**config.mk**
```make
export PLATFORM = sky130hd
export DESIGN_NAME = sqw_write_port
export DESIGN_NICKNAME = d
export VERILOG_FILES = /design/src/rtl/sqw_pkg.sv /design/src/rtl/sqw_cmd_dec.sv /design/src/rtl/sqw_burst_seq.sv /design/src/rtl/sqw_mem_array.sv /design/src/rtl/sqw_write_port.sv
export SDC_FILE = /design/constraint.sdc
export NUM_CORES = 1
export LEC_CHECK = 0
export BUFFER_PORTS_ARGS = -buffer_cell sky130_fd_sc_hd__buf_4
export CORE_ASPECT_RATIO = 1.5
export CORE_MARGIN = 1
export CORE_UTILIZATION = 25
export DETAILED_ROUTE_END_ITERATION = 7
export PLACE_DENSITY = 0.46
export SYNTH_ARGS = -nofsm -noshare
export SYNTH_HDL_FRONTEND = slang
export SYNTH_SLANG_ARGS = --single-unit
```
**constraint.sdc**
```tcl
create_clock -name clk_i -period 2.3 [get_ports clk_i]
set_input_delay 0.115 -clock clk_i [delete_from_list [all_inputs] [get_ports clk_i]]
set_output_delay 0.115 -clock clk_i [all_outputs]
set_load 0.05 [all_outputs]
```
**src/rtl/sqw_pkg.sv**
```systemverilog
package sqw_pkg;
  localparam int BYTE_W    = 9;
  localparam int N_LANES   = 2;
  localparam int DATA_W    = BYTE_W * N_LANES;
  localparam int BURST_LEN = 4;
  localparam int BEAT_W    = $clog2(BURST_LEN);
  localparam int LEFT_W    = $clog2(BURST_LEN + 1);

  typedef enum logic [1:0] {
    CMD_NOP   = 2'b00,
    CMD_WRITE = 2'b01,
    CMD_READ  = 2'b10,
    CMD_BOTH  = 2'b11
  } cmd_e;
endpackage

```
**src/rtl/sqw_cmd_dec.sv**
```systemverilog
module sqw_cmd_dec (
  input  logic wr_ni,
  input  logic rd_ni,
  input  logic lock_i,
  output logic accept_o
);
  import sqw_pkg::*;

  cmd_e cmd;

  always_comb begin
    cmd = cmd_e'({~rd_ni, ~wr_ni});
    unique case (cmd)
      CMD_WRITE: accept_o = ~lock_i;
      CMD_READ:  accept_o = 1'b0;  // placeholder, write path untouched
      CMD_BOTH:  accept_o = 1'b0;
      default:   accept_o = 1'b0;
    endcase
  end
endmodule

```
**src/rtl/sqw_burst_seq.sv**
```systemverilog
module sqw_burst_seq #(
  parameter int ADDR_W = 6
) (
  input  logic              clk_i,
  input  logic              rst_ni,
  input  logic              accept_i,
  input  logic [ADDR_W-1:0] addr_i,
  output logic              beat_vld_o,
  output logic              lock_o,
  output logic [ADDR_W-1:0] beat_addr_o
);
  import sqw_pkg::*;

  logic [LEFT_W-1:0] left_q;
  logic [BEAT_W-1:0] idx_q;
  logic [ADDR_W-1:0] base_q;
  logic              prev_wr_q;

  assign beat_vld_o = (left_q != '0);
  // new command only on the final beat edge or when idle
  assign lock_o     = prev_wr_q | (left_q > LEFT_W'(1));
  assign beat_addr_o = {base_q[ADDR_W-1:BEAT_W], base_q[BEAT_W-1:0] + idx_q};

  always_ff @(posedge clk_i or negedge rst_ni) begin
    if (!rst_ni) begin
      left_q    <= '0;
      idx_q     <= '0;
      prev_wr_q <= 1'b0;
    end else begin
      prev_wr_q <= accept_i;
      if (accept_i) begin
        left_q <= LEFT_W'(BURST_LEN);
        idx_q  <= '0;
      end else if (beat_vld_o) begin
        left_q <= left_q - LEFT_W'(1);
        idx_q  <= idx_q + BEAT_W'(1);
      end
    end
  end

  always_ff @(posedge clk_i) begin
    if (accept_i) base_q <= addr_i;
  end
endmodule

```
**src/rtl/sqw_mem_array.sv**
```systemverilog
module sqw_mem_array #(
  parameter int ADDR_W  = 6,
  parameter int N_LANES = 2,
  parameter int BYTE_W  = 9
) (
  input  logic                        clk_i,
  input  logic                        we_i,
  input  logic [ADDR_W-1:0]           wr_addr_i,
  input  logic [N_LANES*BYTE_W-1:0]   wr_data_i,
  input  logic [N_LANES-1:0]          bw_ni,
  input  logic [ADDR_W-1:0]           rd_addr_i,
  output logic [N_LANES*BYTE_W-1:0]   rd_data_o,
  output logic [N_LANES-1:0]          lane_we_o
);
  localparam int DEPTH = 1 << ADDR_W;

  for (genvar l = 0; l < N_LANES; l++) begin : g_lane
    logic [BYTE_W-1:0] mem_q [DEPTH];

    assign lane_we_o[l] = we_i & ~bw_ni[l];

    always_ff @(posedge clk_i) begin
      if (lane_we_o[l]) mem_q[wr_addr_i] <= wr_data_i[l*BYTE_W +: BYTE_W];
    end

    assign rd_data_o[l*BYTE_W +: BYTE_W] = mem_q[rd_addr_i];
  end
endmodule

```
**src/rtl/sqw_write_port.sv**
```systemverilog
module sqw_write_port #(
  parameter int ADDR_W = 6
) (
  input  logic                       clk_i,
  input  logic                       rst_ni,
  input  logic [ADDR_W-1:0]          addr_i,
  input  logic                       wr_ni,
  input  logic                       rd_ni,
  input  logic [sqw_pkg::DATA_W-1:0] data_i,
  input  logic [sqw_pkg::N_LANES-1:0] bw_ni,
  input  logic [ADDR_W-1:0]          dbg_addr_i,
  output logic [sqw_pkg::DATA_W-1:0] dbg_data_o
);
  import sqw_pkg::*;

  logic              accept;
  logic              lock;
  logic              beat_vld;
  logic [ADDR_W-1:0] beat_addr;
  logic [N_LANES-1:0] lane_we;

  sqw_cmd_dec u_dec (
    .wr_ni    (wr_ni),
    .rd_ni    (rd_ni),
    .lock_i   (lock),
    .accept_o (accept)
  );

  sqw_burst_seq #(.ADDR_W(ADDR_W)) u_seq (
    .clk_i       (clk_i),
    .rst_ni      (rst_ni),
    .accept_i    (accept),
    .addr_i      (addr_i),
    .beat_vld_o  (beat_vld),
    .lock_o      (lock),
    .beat_addr_o (beat_addr)
  );

  sqw_mem_array #(.ADDR_W(ADDR_W), .N_LANES(N_LANES), .BYTE_W(BYTE_W)) u_mem (
    .clk_i     (clk_i),
    .we_i      (beat_vld),
    .wr_addr_i (beat_addr),
    .wr_data_i (data_i),
    .bw_ni     (bw_ni),
    .rd_addr_i (dbg_addr_i),
    .rd_data_o (dbg_data_o),
    .lane_we_o (lane_we)
  );
endmodule

```
==> results_tabular.tex <==
\begin{tabular}{lr}
\hline
Metric & Value \\
\hline
\multicolumn{2}{l}{\textbf{Status}} \\
\quad Status & finished, violations left \\
\quad Failing checks & hold timing, setup timing \\
\multicolumn{2}{l}{\textbf{Final layout}} \\
\quad Highest-count cells in the layout ignoring fill and taps & sky130\_fd\_sc\_hd\_\_edfxtp\_1, sky130\_fd\_sc\_hd\_\_buf\_4, sky130\_fd\_sc\_hd\_\_mux4\_2 \\
\quad Final design instance area without fill & 55,600 um2 \\
\quad Area taken by flip-flops and latches & 34,900 um2 \\
\quad Multi-input combinational cell area & 10,700 um2 \\
\quad Filler Cell Count & 17,400 \\
\quad Most common cell after layout, fill and taps aside & sky130\_fd\_sc\_hd\_\_edfxtp\_1 \\
\quad Area Overhead vs Synth & 22.7\% \\
\quad Number of nets in the layout & 2,582 \\
\quad Fraction of layout cells with a size suffix above 1 & 0.362 \\
\multicolumn{2}{l}{\textbf{STA}} \\
\quad Number of setup violations in the final report & 18 \\
\quad Peak clock frequency supported by timing & 368 MHz \\
\quad Final Skew & 0.0324 ns \\
\quad Final WS setup & -0.418 ns \\
\quad Slew at the pin closest to its max-slew limit & 1.02 ns \\
\quad Final Hold Viols & 13 \\
\quad Worst slew margin & 0.321 \\
\quad Total count of max-transition violations in the final report & 0 \\
\quad Hold\_ws & -0.0293 ns \\
\quad Setup repair after global routing missed its margin & true \\
\quad Fin crit period & 2.72 ns \\
\quad Total Neg Setup Slack & -4.86 ns \\
\quad Part of the cycle the worst path needs & 1.18 \\
\multicolumn{2}{l}{\textbf{Clocking}} \\
\quad Clock tree sinks & 1,164 \\
\quad Clock-pin slew reported for the worst setup and hold paths after clock tree synthesis & 0.07 ns \\
\quad H-tree Lvls & 3 \\
\quad Clock insertion delay at the later pin of the skew report & 0.72 ns \\
\quad Clock Tree Root & sky130\_fd\_sc\_hd\_\_clkbuf\_16 \\
\quad Buffer levels on the longest clock path & 3 \\
\quad CTS Buf Count & 101 \\
\quad CTS tree & done \\
\multicolumn{2}{l}{\textbf{Worst setup path}} \\
\quad Endpoint type of the worst setup path & output port \\
\quad Biggest fanout along the worst timing path & 1 \\
\quad Reg2Reg Launch Point & u\_seq.idx\_q[0]\$\_DFFE\_PN0P\_ \\
\quad Critical path data required time & 2.18 ns \\
\quad Critical path class & flip-flop to output port \\
\quad Critical path's largest stage delay & 0.48 ns \\
\quad Library cell contributing the largest single delay on the critical path & sky130\_fd\_sc\_hd\_\_a211oi\_4 \\
\quad Cells along the critical path & mux2i\_1, a221oi\_2, a21oi\_1, a211oi\_4, o311a\_4, buf\_8 \\
\quad Data arrival time at the worst-slack endpoint & 2.60 ns \\
\quad Startpoint Class & flip-flop \\
\quad Crit. Startpoint & u\_mem.g\_lane[1].mem\_q[46][2]\$\_DFFE\_PP\_ \\
\multicolumn{2}{l}{\textbf{Logic synthesis}} \\
\quad Register area share after synthesis & 0.771 \\
\quad Syn Area/Cell & 21.1 um2 \\
\quad Post-Synthesis Cell Area & 45,300 um2 \\
\quad Most common flop cell mapped by yosys & sky130\_fd\_sc\_hd\_\_edfxtp\_1 \\
\quad Synth async-reset ratio & 0.00515 \\
\quad Synth cell types & 43 \\
\quad Post-synth EDFFs & 1,158 \\
\quad Count of mapped cells out of synthesis & 2,148 \\
\quad Post-synthesis register bit count & 1,164 \\
\quad Net count after synthesis & 2,188 \\
\quad Count of yosys warnings during synthesis & 0 \\
\multicolumn{2}{l}{\textbf{Floorplan}} \\
\quad Std-Cell Rows & 191 \\
\quad Std-Cell Core Area & 180,000 um2 \\
\quad Die footprint & 183,000 um2 \\
\quad Top-level port count & 54 \\
\quad Effective utilization at floorplan & 0.251 \\
\quad Die Span X & 350 um \\
\quad Y dimension of the die & 523 um \\
\multicolumn{2}{l}{\textbf{Drt}} \\
\quad Overall via count from detail\_route & 22,200 \\
\quad Post-Route WL & 123,000 um \\
\quad Via count normalized by instance count & 4.41 \\
\quad Post-detailed-route DRC marker count & 0 \\
\quad Initial DRC count & 1,595 \\
\quad Drt pass-1 iters & 5 \\
\quad Average wire per cell in the routed design & 24.5 um \\
\quad Count of nets left with antenna violations after detail routing & 0 \\
\multicolumn{2}{l}{\textbf{Flow run}} \\
\quad Reported max-cap violation count & 0 \\
\multicolumn{2}{l}{\textbf{Pwr}} \\
\quad PwrDens & 834 nW/um2 \\
\quad Peak supply drop & 0.711 mV \\
\quad Pleak & 17.7 nW \\
\multicolumn{2}{l}{\textbf{Global routing}} \\
\quad Via count of the first global-routing pass & 24,100 \\
\quad Largest net degree at the start of global routing & 65 \\
\quad Initial antenna violation count & 3 \\
\quad Global-route wire length before repair & 177,000 um \\
\quad Gr usage total & 0.135 \\
\quad Overall overflow remaining after global route & 0 \\
\multicolumn{2}{l}{\textbf{Placement}} \\
\quad Count of input and output buffers & 53 \\
\quad Area after DPL & 50,900 um2 \\
\quad Estimated wirelength of the detail-placed design & 84,800 um \\
\quad Routability-driven placement congestion ratio & 0.793 \\
\multicolumn{2}{l}{\textbf{Worst hold path}} \\
\quad Worst hold path type & input pin to flip-flop \\
\quad Worst Min Path Start & data\_i[12] \\
\hline
\end{tabular}
worst paths after layout:
kind                       cells after the start                                endpoint  slack [ns]
max                                            6                          dbg_data_o[11]       -0.42
min                                            1  u_mem.g_lane[1].mem_q[46][3]$_DFFE_PP_       -0.03
max reg2reg                                    7  u_mem.g_lane[0].mem_q[45][3]$_DFFE_PP_        0.07
min reg2reg                                    2              u_seq.idx_q[0]$_DFFE_PN0P_        0.59
max in group asynchronous                      3               u_seq.prev_wr_q$_DFF_PN0_        1.70
min in group asynchronous                      3             u_seq.left_q[1]$_DFFE_PN0P_        0.35
worst max-delay path, delay by kind of cell (launching register included):
kind	cells	cell delay, ns
DFF	1	0.34
AOI/OAI and AO/OA	4	1.30
buffers and inverters	1	0.16
muxes	1	0.08
Yosys cell counts, types with 5 or more instances:
library cell               number  area share
sky130_fd_sc_hd__a211oi_1      34      0.0056
sky130_fd_sc_hd__a21oi_1       29      0.0032
sky130_fd_sc_hd__a221oi_1       9      0.0017
sky130_fd_sc_hd__a22oi_1       40      0.0066
sky130_fd_sc_hd__buf_2         33      0.0036
sky130_fd_sc_hd__buf_4         12      0.0020
sky130_fd_sc_hd__buf_6         14      0.0035
sky130_fd_sc_hd__clkbuf_1      46      0.0038
sky130_fd_sc_hd__dfrtp_1        6      0.0033
sky130_fd_sc_hd__edfxtp_1    1158        0.77
sky130_fd_sc_hd__mux2_2        50       0.012
sky130_fd_sc_hd__mux2i_1      131       0.029
sky130_fd_sc_hd__mux4_2       232        0.12
sky130_fd_sc_hd__nand2_1       36      0.0030
sky130_fd_sc_hd__nand2b_1       5     0.00069
sky130_fd_sc_hd__nand3_1        7     0.00077
sky130_fd_sc_hd__nor2_1       170       0.014
sky130_fd_sc_hd__nor2b_1       22      0.0030
sky130_fd_sc_hd__o21ai_0       22      0.0024
sky130_fd_sc_hd__o221ai_1      14      0.0027
sky130_fd_sc_hd__o22ai_1       29      0.0040
sky130_fd_sc_hd__o311a_1       11      0.0024
routing by layer:
metal / track usage / vias to the layer above / wire (um)
met5: 0 / - / 31
met4: 0.0432 / 4 / 3210
met3: 0.0192 / 139 / 4280
met2: 0.266 / 401 / 70700
met1: 0.145 / 12000 / 45200
li1: - / 9674 / -
metrics by stage:
step,instances,total power [mW],worst slack (ns),utilization
2_1_floorplan,2148,26.5,-0.0157,-
3_3_place_gp,4837,29.0,-1.08,0.283
3_5_place_dp,4837,29.1,-1.07,0.283
4_1_cts,5031,46.7,-0.469,0.307
5_1_grt,5035,47.7,-0.481,0.308
6_report,5035,46.3,-0.418,0.308
flip-flops by register name (all words and copies together), names as in the netlist:
| register | flops |
|---|---|
| u_seq.idx_q | 2 |
| u_mem.g_lane.mem_q | 1152 |
| u_seq.left_q | 3 |
| u_seq.prev_wr_q | 1 |
| u_seq.base_q | 6 |
power by group:
| part | internal [mW] | switching [mW] | total, mW |
|---|---|---|---|
| sequential | 23.8 | 0.156 | 24.0 |
| combinational | 1.81 | 3.22 | 5.03 |
| clock | 9.69 | 7.61 | 17.3 |
logic make-up (layout without fill, tap and decap cells):
group	after synthesis	after routing	share of synthesized area
AOI/OAI and AO/OA	192	192	0.0298
xor gates and xnor gates	5	5	0.000967
adders and majority gates	4	4	0.00111
buffers and inverters	118	592	0.0165
DFF	1164	1164	0.771
muxes	414	414	0.157
other	0	1	0
and+or+nand+nor	251	251	0.0233
repair_timing:
item                                   CTS  global route
pin swaps                               46            26
hold buffers                            23             1
endpoints found under the hold margin  340             1
cloned                                   0             2
setup endpoints to repair              514          1111
buffers inserted                         0             1
resized for setup                      185            63
layout make-up:
| class | count | share of cell area |
|---|---|---|
| Tap cell | 2412 | 0.0543 |
| Multi-Input combinational cell | 866 | 0.192 |
| Clock inverter | 54 | 0.0112 |
| Timing Repair Buffer | 407 | 0.0654 |
| Antenna cell | 1 | 0.0000450 |
| Clock buffer | 129 | 0.0481 |
| Sequential cell | 1164 | 0.629 |
| Inverter | 2 | 0.000135 |
Note: power is estimated with default switching activity, not from simulation.
